<file path="config.mk">
export PLATFORM = sky130hd
export DESIGN_NAME = wo_i2c_rx
export DESIGN_NICKNAME = d
export VERILOG_FILES = /design/src/rtl/wo_i2c_pkg.sv /design/src/rtl/wo_i2c_sync.sv /design/src/rtl/wo_i2c_fsm.sv /design/src/rtl/wo_i2c_rx.sv
export SDC_FILE = /design/constraint.sdc
export NUM_CORES = 1
export LEC_CHECK = 0
export CAP_MARGIN = 10
export CORE_ASPECT_RATIO = 0.9
export CORE_MARGIN = 2
export CORE_UTILIZATION = 45
export DETAILED_ROUTE_END_ITERATION = 6
export DONT_BUFFER_PORTS = 1
export PLACE_DENSITY = 0.71
export SETUP_SLACK_MARGIN = 0.3
export SKIP_LAST_GASP = 1
export SLEW_MARGIN = 20
export SYNTH_ARGS = -nofsm -noshare
export SYNTH_HDL_FRONTEND = slang
export SYNTH_SLANG_ARGS = --single-unit
</file>
<file path="constraint.sdc">
create_clock -name clk -period 3.7 [get_ports clk]
set_clock_uncertainty 0.15 [all_clocks]
set_input_delay 0.74 -clock clk [delete_from_list [all_inputs] [get_ports clk]]
set_output_delay 0.74 -clock clk [all_outputs]
set_load 0.005 [all_outputs]
</file>
<file path="src/rtl/wo_i2c_pkg.sv">
package wo_i2c_pkg;

  localparam int BYTE_W = 8;
  localparam int PFX_W  = BYTE_W - 2;

  typedef enum logic [2:0] {
    ST_IDLE,
    ST_ADDR,
    ST_DATA,
    ST_ACK,
    ST_HOLD,
    ST_SKIP
  } rx_state_t;

  // Address byte accepted: upper seven bits equal prefix plus strap, write direction.
  function automatic logic addr_hit(input logic [BYTE_W-1:0] b,
                                    input logic [PFX_W-1:0]  base,
                                    input logic              strap);
    return (b[BYTE_W-1:1] == {base, strap}) && !b[0];
  endfunction

endpackage

</file>
<file path="src/rtl/wo_i2c_sync.sv">
module wo_i2c_sync #(
  parameter int STAGES = 2
) (
  input  logic clk,
  input  logic rst_n,
  input  logic scl_i,
  input  logic sda_i,
  output logic scl_s,
  output logic sda_s,
  output logic scl_rise,
  output logic scl_fall,
  output logic start_ev,
  output logic stop_ev
);

  logic [STAGES-1:0] scl_pipe, sda_pipe;
  logic              scl_q, sda_q;

  generate
    if (STAGES == 1) begin : g_one
      always_ff @(posedge clk or negedge rst_n)
        if (!rst_n) begin
          scl_pipe <= '1;
          sda_pipe <= '1;
        end else begin
          scl_pipe <= scl_i;
          sda_pipe <= sda_i;
        end
    end else begin : g_many
      always_ff @(posedge clk or negedge rst_n)
        if (!rst_n) begin
          scl_pipe <= '1;
          sda_pipe <= '1;
        end else begin
          scl_pipe <= {scl_pipe[STAGES-2:0], scl_i};
          sda_pipe <= {sda_pipe[STAGES-2:0], sda_i};
        end
    end
  endgenerate

  always_ff @(posedge clk or negedge rst_n)
    if (!rst_n) begin
      scl_q <= 1'b1;
      sda_q <= 1'b1;
    end else begin
      scl_q <= scl_s;
      sda_q <= sda_s;
    end

  assign scl_s    = scl_pipe[STAGES-1];
  assign sda_s    = sda_pipe[STAGES-1];
  assign scl_rise = scl_s & ~scl_q;
  assign scl_fall = ~scl_s & scl_q;
  assign start_ev = scl_s & scl_q & sda_q & ~sda_s;
  assign stop_ev  = scl_s & scl_q & ~sda_q & sda_s;

endmodule

</file>
<file path="src/rtl/wo_i2c_fsm.sv">
module wo_i2c_fsm
  import wo_i2c_pkg::*;
#(
  parameter logic [PFX_W-1:0] ADDR_BASE = 6'b011111
) (
  input  logic              clk,
  input  logic              rst_n,
  input  logic              scl_s,
  input  logic              sda_s,
  input  logic              scl_rise,
  input  logic              scl_fall,
  input  logic              start_ev,
  input  logic              stop_ev,
  input  logic              addr_strap,
  input  logic              busy,
  output logic              scl_pull,
  output logic              sda_pull,
  output logic [BYTE_W-1:0] rx_data,
  output logic              rx_valid,
  output logic              rx_first
);

  localparam int CW = $clog2(BYTE_W + 1);
  localparam logic [CW-1:0] LAST = CW'(BYTE_W - 1);
  localparam logic [CW-1:0] FULL = CW'(BYTE_W);

  rx_state_t         state;
  logic [CW-1:0]     cnt;
  logic [BYTE_W-1:0] shreg;
  logic              first_pend;

  logic [BYTE_W-1:0] nxt_byte;
  logic              last_bit;
  logic              byte_end;

  assign nxt_byte = {shreg[BYTE_W-2:0], sda_s};
  assign last_bit = (cnt == LAST);
  assign byte_end = scl_fall && (cnt == FULL);
  assign scl_pull = (state == ST_HOLD);

  always_ff @(posedge clk or negedge rst_n)
    if (!rst_n) begin
      state      <= ST_IDLE;
      cnt        <= '0;
      shreg      <= '0;
      rx_data    <= '0;
      rx_valid   <= 1'b0;
      rx_first   <= 1'b0;
      first_pend <= 1'b0;
      sda_pull   <= 1'b0;
    end else begin
      rx_valid <= 1'b0;
      rx_first <= 1'b0;
      if (stop_ev) begin
        state    <= ST_IDLE;
        sda_pull <= 1'b0;
      end else if (start_ev) begin
        state    <= ST_ADDR;
        cnt      <= '0;
        sda_pull <= 1'b0;
      end else begin
        case (state)
          ST_ADDR: begin
            if (scl_rise) begin
              shreg <= nxt_byte;
              if (last_bit && !addr_hit(nxt_byte, ADDR_BASE, addr_strap))
                state <= ST_SKIP;
              else
                cnt <= cnt + 1'b1;
            end else if (byte_end) begin
              state      <= ST_ACK;
              sda_pull   <= 1'b1;
              first_pend <= 1'b1;
            end
          end
          ST_DATA: begin
            if (scl_rise) begin
              shreg <= nxt_byte;
              cnt   <= cnt + 1'b1;
              if (last_bit) begin
                rx_data    <= nxt_byte;
                rx_valid   <= 1'b1;
                rx_first   <= first_pend;
                first_pend <= 1'b0;
              end
            end else if (byte_end) begin
              state    <= ST_ACK;
              sda_pull <= 1'b1;
            end
          end
          ST_ACK: begin
            if (scl_fall) begin
              sda_pull <= 1'b0;
              cnt      <= '0;
              state    <= busy ? ST_HOLD : ST_DATA;
            end
          end
          ST_HOLD: begin
            if (!busy) state <= ST_DATA;
          end
          default: ;
        endcase
      end
    end


  sda_rise_low_chk: assert property (@(posedge clk) disable iff (!rst_n)
    $rose(sda_pull) |-> !scl_s);


  sda_fall_low_chk: assert property (@(posedge clk) disable iff (!rst_n)
    $fell(sda_pull) |-> !scl_s);


  hold_needs_busy_chk: assert property (@(posedge clk) disable iff (!rst_n)
    $rose(scl_pull) |-> $past(busy));


  hold_release_chk: assert property (@(posedge clk) disable iff (!rst_n)
    (scl_pull && !busy) |=> !scl_pull);


  valid_pulse_chk: assert property (@(posedge clk) disable iff (!rst_n)
    rx_valid |=> !rx_valid);


  first_qual_chk: assert property (@(posedge clk) disable iff (!rst_n)
    rx_first |-> rx_valid);


  stop_idle_chk: assert property (@(posedge clk) disable iff (!rst_n)
    stop_ev |=> (!sda_pull && !scl_pull && !rx_valid));

endmodule

</file>
<file path="src/rtl/wo_i2c_rx.sv">
module wo_i2c_rx
  import wo_i2c_pkg::*;
#(
  parameter logic [PFX_W-1:0] ADDR_BASE   = 6'b011111,
  parameter int               SYNC_STAGES = 2
) (
  input  logic              clk,
  input  logic              rst_n,
  input  logic              scl_i,
  input  logic              sda_i,
  input  logic              addr_strap,
  input  logic              busy,
  output logic              scl_pull,
  output logic              sda_pull,
  output logic [BYTE_W-1:0] rx_data,
  output logic              rx_valid,
  output logic              rx_first
);

  logic scl_s, sda_s, scl_rise, scl_fall, start_ev, stop_ev;

  wo_i2c_sync #(.STAGES(SYNC_STAGES)) i_sync (
    .clk      (clk),
    .rst_n    (rst_n),
    .scl_i    (scl_i),
    .sda_i    (sda_i),
    .scl_s    (scl_s),
    .sda_s    (sda_s),
    .scl_rise (scl_rise),
    .scl_fall (scl_fall),
    .start_ev (start_ev),
    .stop_ev  (stop_ev)
  );

  wo_i2c_fsm #(.ADDR_BASE(ADDR_BASE)) i_fsm (
    .clk        (clk),
    .rst_n      (rst_n),
    .scl_s      (scl_s),
    .sda_s      (sda_s),
    .scl_rise   (scl_rise),
    .scl_fall   (scl_fall),
    .start_ev   (start_ev),
    .stop_ev    (stop_ev),
    .addr_strap (addr_strap),
    .busy       (busy),
    .scl_pull   (scl_pull),
    .sda_pull   (sda_pull),
    .rx_data    (rx_data),
    .rx_valid   (rx_valid),
    .rx_first   (rx_first)
  );


  reset_quiet_chk: assert property (@(posedge clk)
    !rst_n |-> (!scl_pull && !sda_pull && !rx_valid && !rx_first));

endmodule

</file>
==> results.ini, run 1 <==
[logic_synthesis]
synth-simple-area-share_pct = 17.7
syn_inst = 139
synthMuxAreaShare_pct = 16.1
async_flop_share_pct = 100
yosys.area.top_type = dfrtp_1
syn_area_per_cell_um2 = 11.8
synth_flop_cell = dfrtp_1
synth_top_area_share_pct = 39.6
syn_area_um2 = 1640
synthAdderAreaFrac_pct = 1.52
synth_edf_count = 0
synthXorXnorAreaFrac_pct = 1.07
syn_nets = 147
netlist_top_cells_area = dfrtp_1, mux2_4, dfstp_2, nand2_1, nor2_1
synth_top_family_by_area = simple AND/OR/NAND/NOR gates
ys_ff_latch = 32
seq_area_frac_synth_pct = 49.2
ys_warn_count = 0
synth_compound_area_share_pct = 11.2
ys_types = 45

[die]
rows = 20
fp.coreArea_um2 = 3430
chipHeight_um = 61.3
start_util_pct = 48.0
boundaryPins = 18
die-area_um2 = 4150
die_w_um = 67.7

[global_routing]
grt_pass1_wl_um = 5020
grt_max_degree = 27
first_global_vias = 1059
grt-ovfl-total = 0
antenna_found_initial = 0
globalRouteTotalUtil_pct = 17.0

[setup_path]
endpoint_kind = primary output
critPathKind = flop to primary output
cpPeakStageDelay_ns = 0.52
cp_slowest_cell = dfrtp_1
arrival_ns = 1.27
critPathLaunchType = flop
path_cells = nand2b_1 > nor2_1
crit_fanout = 13
required_ns = 2.81

[sta]
timing.final.max_slew_violations = 0
worst_pin_slew_ns = 0.486
setup_viol = 0
timing.final.hold_violations = 0
fin_crit_ns = 2.16
fin_tns_setup_ns = 0
hold_slack_ns = 0.121
finalCritPeriodShare_pct = 58.4
max_slew_margin_pct = 67.6
rsz0062_at_grt = false
fmax_mhz = 463

[placed_design]
numPortBuffers = 0
gp_congestion = 0.797
dp_hpwl_um = 2030

[final_layout]
area_growth_syn_to_layout_pct = 7.91
seq_area_um2 = 808
fillers = 297
final_cell_mix = dfrtp_1, mux2_4, nand2_1
layout_commonest_cell = dfrtp_1
finish.utilization_pct = 51.8
multi_input_area_um2 = 782
drive_gt1_share_pct = 25.2
antenna_cells = 0
final_nets = 150

[route]
dr.pass1.iters = 4
drtIter0Drc = 129
wire_per_inst_um = 15.6
antenna_left = 0
route.detailed.drc = 0
routed_wl_um = 2910
vias_per_cell = 5.56
vias = 1040

[job]
drv_cap = 0

[clock_network]
clk_latency_ns = 0.28
clk_pin_slew_ns = 0.07
cts_max_path_buffers = 2
clockRootBuffer = clkbuf_8
cts.sinks = 32
cts_buffers = 5
htreeDepth = 2
cts_tree = built

[power]
p_leak_nw = 0.814
power.total_w = 0.00117
p_per_area_nw_per_um2 = 658
ir_worst_vdd_v = 0.000305

[outcome]
outcome = completed

[worst_hold_path]
hp-class = input port to async pin

==> per-layer routing <==
metal  up-vias  wire length, um  track usage, %  share of wire (%)
met3         4              159            6.22                5.5
li1        499                -               -                  -
met1       512             1370            21.6                 47
met5         -                0               0                  0
met2        25             1340            25.4                 46
met4         0               51            9.04                1.8
==> repair_timing <==
action / 4_1_cts / 5_1_grt
buffers inserted: 0 / 0
hold buffers: 1 / 0
endpoints found under the hold margin: 26 / 0
gates resized for setup: 0 / 0
==> final cells by class <==
cell class / count / area share (%)
clock buffer: 7 / 4.87
clock inverter: 1 / 0.423
inverter: 4 / 0.846
multi-input combinational: 98 / 44.1
sequential: 32 / 45.6
tap: 44 / 3.10
timing repair buffer: 1 / 1.13
==> state kept, by name, indices dropped and copies added (netlist names) <==
register          cells
i_fsm.shreg           7
i_sync.sda_pipe       2
i_sync.scl_q          1
i_fsm.cnt             4
i_fsm.rx_first        1
i_sync.scl_pipe       2
i_fsm.state           3
i_fsm.rx_data         8
i_fsm.sda_pull        1
i_fsm.first_pend      1
i_sync.sda_q          1
i_fsm.rx_valid        1
==> synth_stat cells (all sizes together), types with 2 or more instances <==
| cell type | number |
|---|---|
| nand2b | 6 |
| nor2 | 13 |
| dfrtp | 26 |
| and3 | 2 |
| a21oi | 4 |
| mux2 | 17 |
| nand2 | 13 |
| nand3b | 2 |
| xnor2 | 2 |
| a21o | 2 |
| ha | 2 |
| mux2i | 2 |
| or3 | 3 |
| nor3 | 3 |
| buf | 4 |
| dfstp | 6 |
| nand4b | 2 |
| a31oi | 3 |
| a211oi | 2 |
| inv | 4 |
| o21ai | 6 |
==> power by group <==
group | leakage [nW] | switching (W) | internal, W | total [W]
Sequential | 0.407 | 0.000116 | 0.000431 | 0.000547
Clock | 0.0445 | 0.000126 | 0.000151 | 0.000277
Combinational | 0.362 | 0.000161 | 0.000184 | 0.000345
==> worst paths after layout <==
kind	startpoint	to	slack, ns	cells past startpoint
hold / removal	rst_n	i_fsm.cnt[3]	0.12	1
setup reg to reg	i_fsm.state[2]	i_fsm.rx_data[2]	1.63	4
hold reg to reg	i_sync.scl_pipe[0]	i_sync.scl_pipe[1]	0.21	0
max in group asynchronous	rst_n	i_fsm.rx_data[1]	3.13	1
min in group clk	i_sync.scl_pipe[0]	i_sync.scl_pipe[1]	0.21	0
setup / recovery	i_fsm.state[1]	scl_pull	1.54	2
==> logic make-up (layout without fill, tap and decap cells) <==
| kind of cell | Yosys count | in the layout |
|---|---|---|
| AND/OR/NAND/NOR | 51 | 51 |
| flip-flops | 32 | 32 |
| AO/OA/AOI/OAI | 24 | 24 |
| multiplexers | 19 | 19 |
| buffers and inverters | 9 | 13 |
| adder cells (fa/ha/maj) | 2 | 2 |
| XOR/XNOR | 2 | 2 |
==> critical path: cells and delay by family, from the launching register on <==
kind | cells | cell delay [ns]
flops | 1 | 0.52
simple gates | 2 | 0.47
==> through the flow <==
stage               std cells  worst slack, ns  instance area, um2
global route              187             1.46                1770
CTS                       187             1.55                1770
floorplan                 139             1.83                1640
finish                    187             1.54                1770
global placement          178             1.69                1660
detailed placement        178             1.65                1660
No activity file was read; power rests on OpenSTA's default activity.
==> run 2, diff against run 1 <==
--- a/config.mk
+++ b/config.mk
@@ -11,7 +11,7 @@
 export CORE_UTILIZATION = 45
 export DETAILED_ROUTE_END_ITERATION = 6
 export DONT_BUFFER_PORTS = 1
-export PLACE_DENSITY = 0.71
+export PLACE_DENSITY = 0.73
 export SETUP_SLACK_MARGIN = 0.3
 export SKIP_LAST_GASP = 1
 export SLEW_MARGIN = 20
==> constraint.sdc (replaced) <==
create_clock -name clk -period 1.9 [get_ports clk]
set_clock_uncertainty 0.15 [all_clocks]
set_input_delay 0.38 -clock clk [delete_from_list [all_inputs] [get_ports clk]]
set_output_delay 0.38 -clock clk [all_outputs]
set_load 0.005 [all_outputs]
==> run 2 against run 1 <==
Via count rose by 19%. Cell count grew 17%. Cell area increased by 23%. Non-clock buffer count increased by 31. Sequential power is 86% higher. Largest cell class is now multi-input combinational cells.
==> results.ini, run 2 (synthesis results as in run 1) <==
[outcome]
outcome = completed

[final_layout]
final_nets = 181  ; +21%
area_growth_syn_to_layout_pct = 33.0
final_cell_mix = dfrtp_1, buf_4, mux2_4
regMostFlops = i_fsm.rx_data
drive_gt1_share_pct = 48.9  ; +24 points
layout_commonest_cell = dfrtp_1
layout.cells.non_filler = 218  ; +17%
largest_reg_flops = 8  ; unchanged
antenna_cells = 0  ; unchanged
largestRegisters = i_fsm.rx_data x8, i_fsm.shreg x7, i_fsm.cnt x4

[setup_path]
endpoint = i_fsm.state[2]
reg2reg_to = i_fsm.state[2]
timing.critical_path.from = i_fsm.state[1]
r2r_start = i_fsm.state[1]
r2r_cells = 5  ; +1
cp_slowest_cell = dfrtp_2
critPathKind = flop to flop
cpPeakStageDelay_ns = 0.47  ; -0.05 ns
endpoint_kind = flop
rrSetupSlack_ns = 0.01  ; -1.62 ns
critPathLaunchType = flop
required_ns = 1.92  ; -0.89 ns
path_cells = nand2b_2 > or3_4 > o221ai_4 > nor2_2 > o21ba_1
crit_fanout = 5  ; -8
arrival_ns = 1.91  ; +0.64 ns

[clock_network]
cts_buffers = 5  ; unchanged
clockRootBuffer = clkbuf_8
clk_pin_slew_ns = 0.07  ; about the same
cts.sinks = 32  ; unchanged
clk_latency_ns = 0.29  ; about the same
cts_tree = built
htreeDepth = 2  ; unchanged
cts_max_path_buffers = 2  ; unchanged

[sta]
rsz0062_at_grt = true
timing.final.max_slew_violations = 0  ; unchanged
worst_pin_slew_ns = 0.377  ; -0.108 ns
timing.final.hold_violations = 0  ; unchanged
setup_viol = 0  ; unchanged
fmax_mhz = 530
fin_ws_ns = 0.0124  ; -1.53 ns
finalCritPeriodShare_pct = 99.3
fin_tns_setup_ns = 0  ; unchanged
fin_crit_ns = 1.89
max_slew_margin_pct = 74.8  ; +7.2 points

[die]
fp.coreArea_um2 = 3430  ; unchanged
die-area_um2 = 4150  ; unchanged
boundaryPins = 18  ; unchanged
chipHeight_um = 61.3  ; unchanged
start_util_pct = 48.0  ; unchanged
rows = 20  ; unchanged
die_w_um = 67.7  ; unchanged

[power]
p_leak_nw = 1.01  ; +25%
p_per_area_nw_per_um2 = 1330  ; +100%
ir_worst_vdd_v = 0.000529  ; +73%
power.total_w = 0.00291  ; +150%

[route]
route.detailed.drc = 0  ; unchanged
vias_per_cell = 5.66  ; +1.8%
antenna_left = 0  ; unchanged
drtIter0Drc = 70  ; -46%
vias = 1234  ; +19%
met3_length_um = 204  ; +28%
top_layer_used = met4
routed_wl_um = 3950  ; +36%
wire_per_inst_um = 18.1  ; +16%
m1WireLength_um = 1590  ; +17%
dr.pass1.iters = 4  ; unchanged
route.met2.wl_um = 2090  ; +56%

[job]
drv_cap = 0  ; unchanged

[global_routing]
grt_pass1_wl_um = 5790  ; +15%
grt_max_degree = 33  ; +22%
first_global_vias = 1198  ; +13%
grt-ovfl-total = 0  ; unchanged
antenna_found_initial = 0  ; unchanged
globalRouteTotalUtil_pct = 19.5  ; +2.6 points

[placed_design]
pre_cts_slack_ns = 0.0304  ; -1.62 ns
gp_congestion = 0.833  ; +4.6%
numPortBuffers = 0  ; unchanged
placedCellCount = 188  ; +5.6%
dp_hpwl_um = 2230  ; +9.9%

[worst_hold_path]
hp-class = flop to flop
hold_start = i_sync.scl_pipe[0]

## run 2: area by class of cell
| cell class | count | area (um2) |
|---|---|---|
| fill | 235 | 1240 |
| clock inverter | 1 | 30.0 |
| timing repair buffer | 32 | 288 |
| inverter | 4 | 15.0 |
| tap | 44 | 55.1 |
| multi-input combinational | 98 | 892 |
| sequential | 32 | 810 |
| clock buffer | 7 | 96.3 |
## run 2: per-stage QoR
step | cell area [um2] | hold slack, ns | utilization (%)
5_1_grt | 2190 | 0.210 | 63.8
2_1_floorplan | 1650 | -0.0656 | -
3_3_place_gp | 1750 | -0.0649 | 51.0
4_1_cts | 2060 | 0.183 | 60.1
3_5_place_dp | 1750 | -0.0649 | 51.0
6_report | 2190 | 0.206 | 63.8
## run 2: worst min-delay path by stage
stage                               to  slack [ns]  depth (start not counted)
global route        i_sync.sda_pipe[1]        0.21                          0
finish              i_sync.scl_pipe[1]        0.21                          0
detailed placement    i_fsm.rx_data[3]       -0.06                          0
global placement      i_fsm.rx_data[0]       -0.06                          0
floorplan                 i_fsm.cnt[0]       -0.07                          0
CTS                     i_fsm.state[1]        0.18                          3
## run 2: repair_timing
item | 4_1_cts | 5_1_grt
resized for setup | 13 | 19
endpoints found under the hold margin | 34 | 0
buffers inserted | 11 | 7
hold buffers | 4 | 0
endpoints found under the setup margin | 25 | 27
pin swaps | 7 | 15
## run 2: routing by layer
layer  global-route usage [%]  vias up
met5                        0        -
met2                     31.7       43
met4                     9.91        0
met1                     23.9      621
met3                     5.85        9
li1                         -      561
## run 2: power by group
part	leakage [nW]	total [W]	switching (W)	internal, W
Sequential	0.405	0.00102	0.000177	0.000843
Combinational	0.545	0.00117	0.000560	0.000611
Clock	0.0645	0.000721	0.000258	0.000463
## run 2: worst max-delay path: cells and delay by family (launching register included)
| kind | cells | cell delay, ns |
|---|---|---|
| and+or+nand+nor | 3 | 0.71 |
| DFF | 1 | 0.47 |
| AOI/OAI and AO/OA | 2 | 0.45 |
==> run 3, diff against run 2 <==
--- a/config.mk
+++ b/config.mk
@@ -12,7 +12,7 @@
 export DETAILED_ROUTE_END_ITERATION = 6
 export DONT_BUFFER_PORTS = 1
 export PLACE_DENSITY = 0.73
-export SETUP_SLACK_MARGIN = 0.3
+export SETUP_SLACK_MARGIN = 0.2
 export SKIP_LAST_GASP = 1
 export SLEW_MARGIN = 20
 export SYNTH_ARGS = -nofsm -noshare
==> run 3 against run 2 <==
Sequential power about the same. Cell count fell by 0.46%. Non-clock buffer count shrank 1. Cell area decreased by 0.92%. Combinational power is 4% lower. Worst hold slack got worse by 0.0063 ns. Critical path type unchanged.
==> results.ini, run 3 (synthesis results as in run 1) <==
[power]
power_switching_w = 0.000958  ; -3.7%
seq_power_share_pct = 36.6  ; +1.6 points
intPower_w = 0.00182  ; -4.8%
p_leak_nw = 1.01  ; -0.72%
p_per_area_nw_per_um2 = 1280  ; -3.5%
power.share.switching_pct = 34.4  ; +0.26 points
clkPwrFrac_pct = 23.0  ; -1.8 points
ir_worst_vdd_v = 0.000588  ; +11%
comb_power_share_pct = 40.4  ; +0.2 points

[final_layout]
final_nets = 180  ; -0.55%
regMostFlops = i_fsm.rx_data
antenna_cells = 0  ; unchanged
largest_reg_flops = 8  ; unchanged
post-route-cell-area_um2 = 2170  ; -0.92%
multi_input_area_um2 = 907  ; +1.7%
fillers = 235  ; unchanged
drive_gt1_share_pct = 46.8  ; -2.0 points
seq_area_um2 = 810  ; unchanged
area_growth_syn_to_layout_pct = 31.7
final_cell_mix = dfrtp_1, buf_4, mux2_4
largestRegisters = i_fsm.rx_data x8, i_fsm.shreg x7, i_fsm.cnt x4
layout_commonest_cell = dfrtp_1
finish.utilization_pct = 63.2  ; -0.58 points

[clock_network]
clk_pin_slew_ns = 0.07  ; about the same
cts_buffers = 5  ; unchanged
clk_latency_ns = 0.29  ; about the same
cts_tree = built
htreeDepth = 2  ; unchanged
clockRootBuffer = clkbuf_8
cts.sinks = 32  ; unchanged
cts_max_path_buffers = 2  ; unchanged

[sta]
fin_crit_ns = 1.88  ; -0.0112 ns
timing.final.hold_violations = 0  ; unchanged
max_slew_margin_pct = 77.2  ; +2.4 points
worst_pin_slew_ns = 0.342  ; -0.0357 ns
setup_viol = 0  ; unchanged
timing.final.max_slew_violations = 0  ; unchanged
fmax_mhz = 533  ; +0.59%
rsz0062_at_grt = true
finalCritPeriodShare_pct = 98.8  ; -0.59 points

[global_routing]
globalRouteTotalUtil_pct = 19.4  ; -0.12 points
antenna_found_initial = 0  ; unchanged
first_global_vias = 1165  ; -2.8%
grt_pass1_wl_um = 5740  ; -0.85%
grt_max_degree = 33  ; unchanged
grt-ovfl-total = 0  ; unchanged

[die]
die-area_um2 = 4150  ; unchanged
fp.coreArea_um2 = 3430  ; unchanged
die_w_um = 67.7  ; unchanged
start_util_pct = 48.0  ; unchanged
boundaryPins = 18  ; unchanged
chipHeight_um = 61.3  ; unchanged
rows = 20  ; unchanged

[route]
vias = 1192  ; -3.4%
drtIter0Drc = 59  ; -16%
antenna_left = 0  ; unchanged
wire_per_inst_um = 17.0  ; -6.5%
route.detailed.drc = 0  ; unchanged
dr.pass1.iters = 4  ; unchanged
routed_wl_um = 3680  ; -6.9%
vias_per_cell = 5.49  ; -3.0%

[placed_design]
dp_hpwl_um = 2320  ; +4.3%
numPortBuffers = 0  ; unchanged
gp_congestion = 0.886  ; +6.3%
dpl_cell_area_um2 = 1760  ; +0.57%

[job]
drv_cap = 0  ; unchanged

[setup_path]
crit_fanout = 4  ; -1
required_ns = 1.93  ; about the same
rrSetupSlack_ns = 0.02  ; about the same
endpoint_kind = flop
arrival_ns = 1.90  ; about the same
critPathKind = flop to flop
critPathLaunchType = flop
r2r_cells = 6  ; +1

[worst_hold_path]
holdPathStages = 3  ; +3
hp-class = input port to flop

[outcome]
outcome = completed

==> run 3: timing repair <==
action,CTS,global route
pin swaps,8,10
setup endpoints to repair,24,25
hold buffers,4,0
buffers inserted,5,9
resized for setup,22,13
hold endpoints to repair,34,0
gates cloned,0,0
==> run 3: through the flow <==
stage / hold WS (ns) / instances / power, W / TNS (ns) / setup slack (ns)
3_5_place_dp: -0.0649 / 191 / 0.00181 / 0 / 0.0120
3_3_place_gp: -0.0648 / 191 / 0.00176 / 0 / 0.0414
4_1_cts: 0.186 / 208 / 0.00262 / 0 / 0.0923
2_1_floorplan: -0.0656 / 139 / 0.00161 / 0 / 0.0493
6_report: 0.200 / 217 / 0.00278 / 0 / 0.0236
5_1_grt: 0.212 / 217 / 0.00293 / -0.0763 / -0.0212
==> run 3: area by class of cell <==
cell class | count | area share [%]
clock buffer | 6 | 3.35
sequential | 32 | 37.4
timing repair buffer | 31 | 12.5
clock inverter | 2 | 1.62
inverter | 4 | 0.693
multi-input combinational | 98 | 41.9
tap | 44 | 2.54
==> run 3: power groups by stage <==
| stage | registers (W) | clock network [W] | logic, W |
|---|---|---|---|
| 2_1_floorplan | 0.000963 | 0 | 0.000644 |
| 4_1_cts | 0.00100 | 0.000643 | 0.000980 |
| 3_5_place_dp | 0.00101 | 0 | 0.000802 |
| 3_3_place_gp | 0.000994 | 0 | 0.000769 |
| 5_1_grt | 0.00104 | 0.000678 | 0.00121 |
| 6_report | 0.00102 | 0.000641 | 0.00112 |
==> run 3: worst paths after layout <==
path	startpoint	endpoint
min in group asynchronous	rst_n	i_fsm.shreg[4]
hold reg to reg	i_sync.sda_pipe[0]	i_sync.sda_pipe[1]
setup reg to reg	i_fsm.cnt[0]	i_fsm.rx_data[0]
hold / removal	busy	i_fsm.state[1]
setup / recovery	i_fsm.cnt[0]	i_fsm.rx_data[0]
max in group asynchronous	rst_n	i_sync.sda_q
==> run 3: worst max-delay path, stage by stage, from the launching register on <==
cell and delay (ns):
dfrtp_1 0.42, ha_2 0.23, nand3b_1 0.18, buf_4 0.20, nor2_4 0.15, buf_4 0.15, mux2_4 0.29
==> run 3: per-layer routing <==
layer | vias up | global-route usage [%] | routed length (um)
li1 | 560 | - | -
met1 | 588 | 27.7 | 1740
met2 | 35 | 27.9 | 1670
met3 | 9 | 5.67 | 197
met4 | 0 | 7.87 | 81
met5 | - | 0 | 0
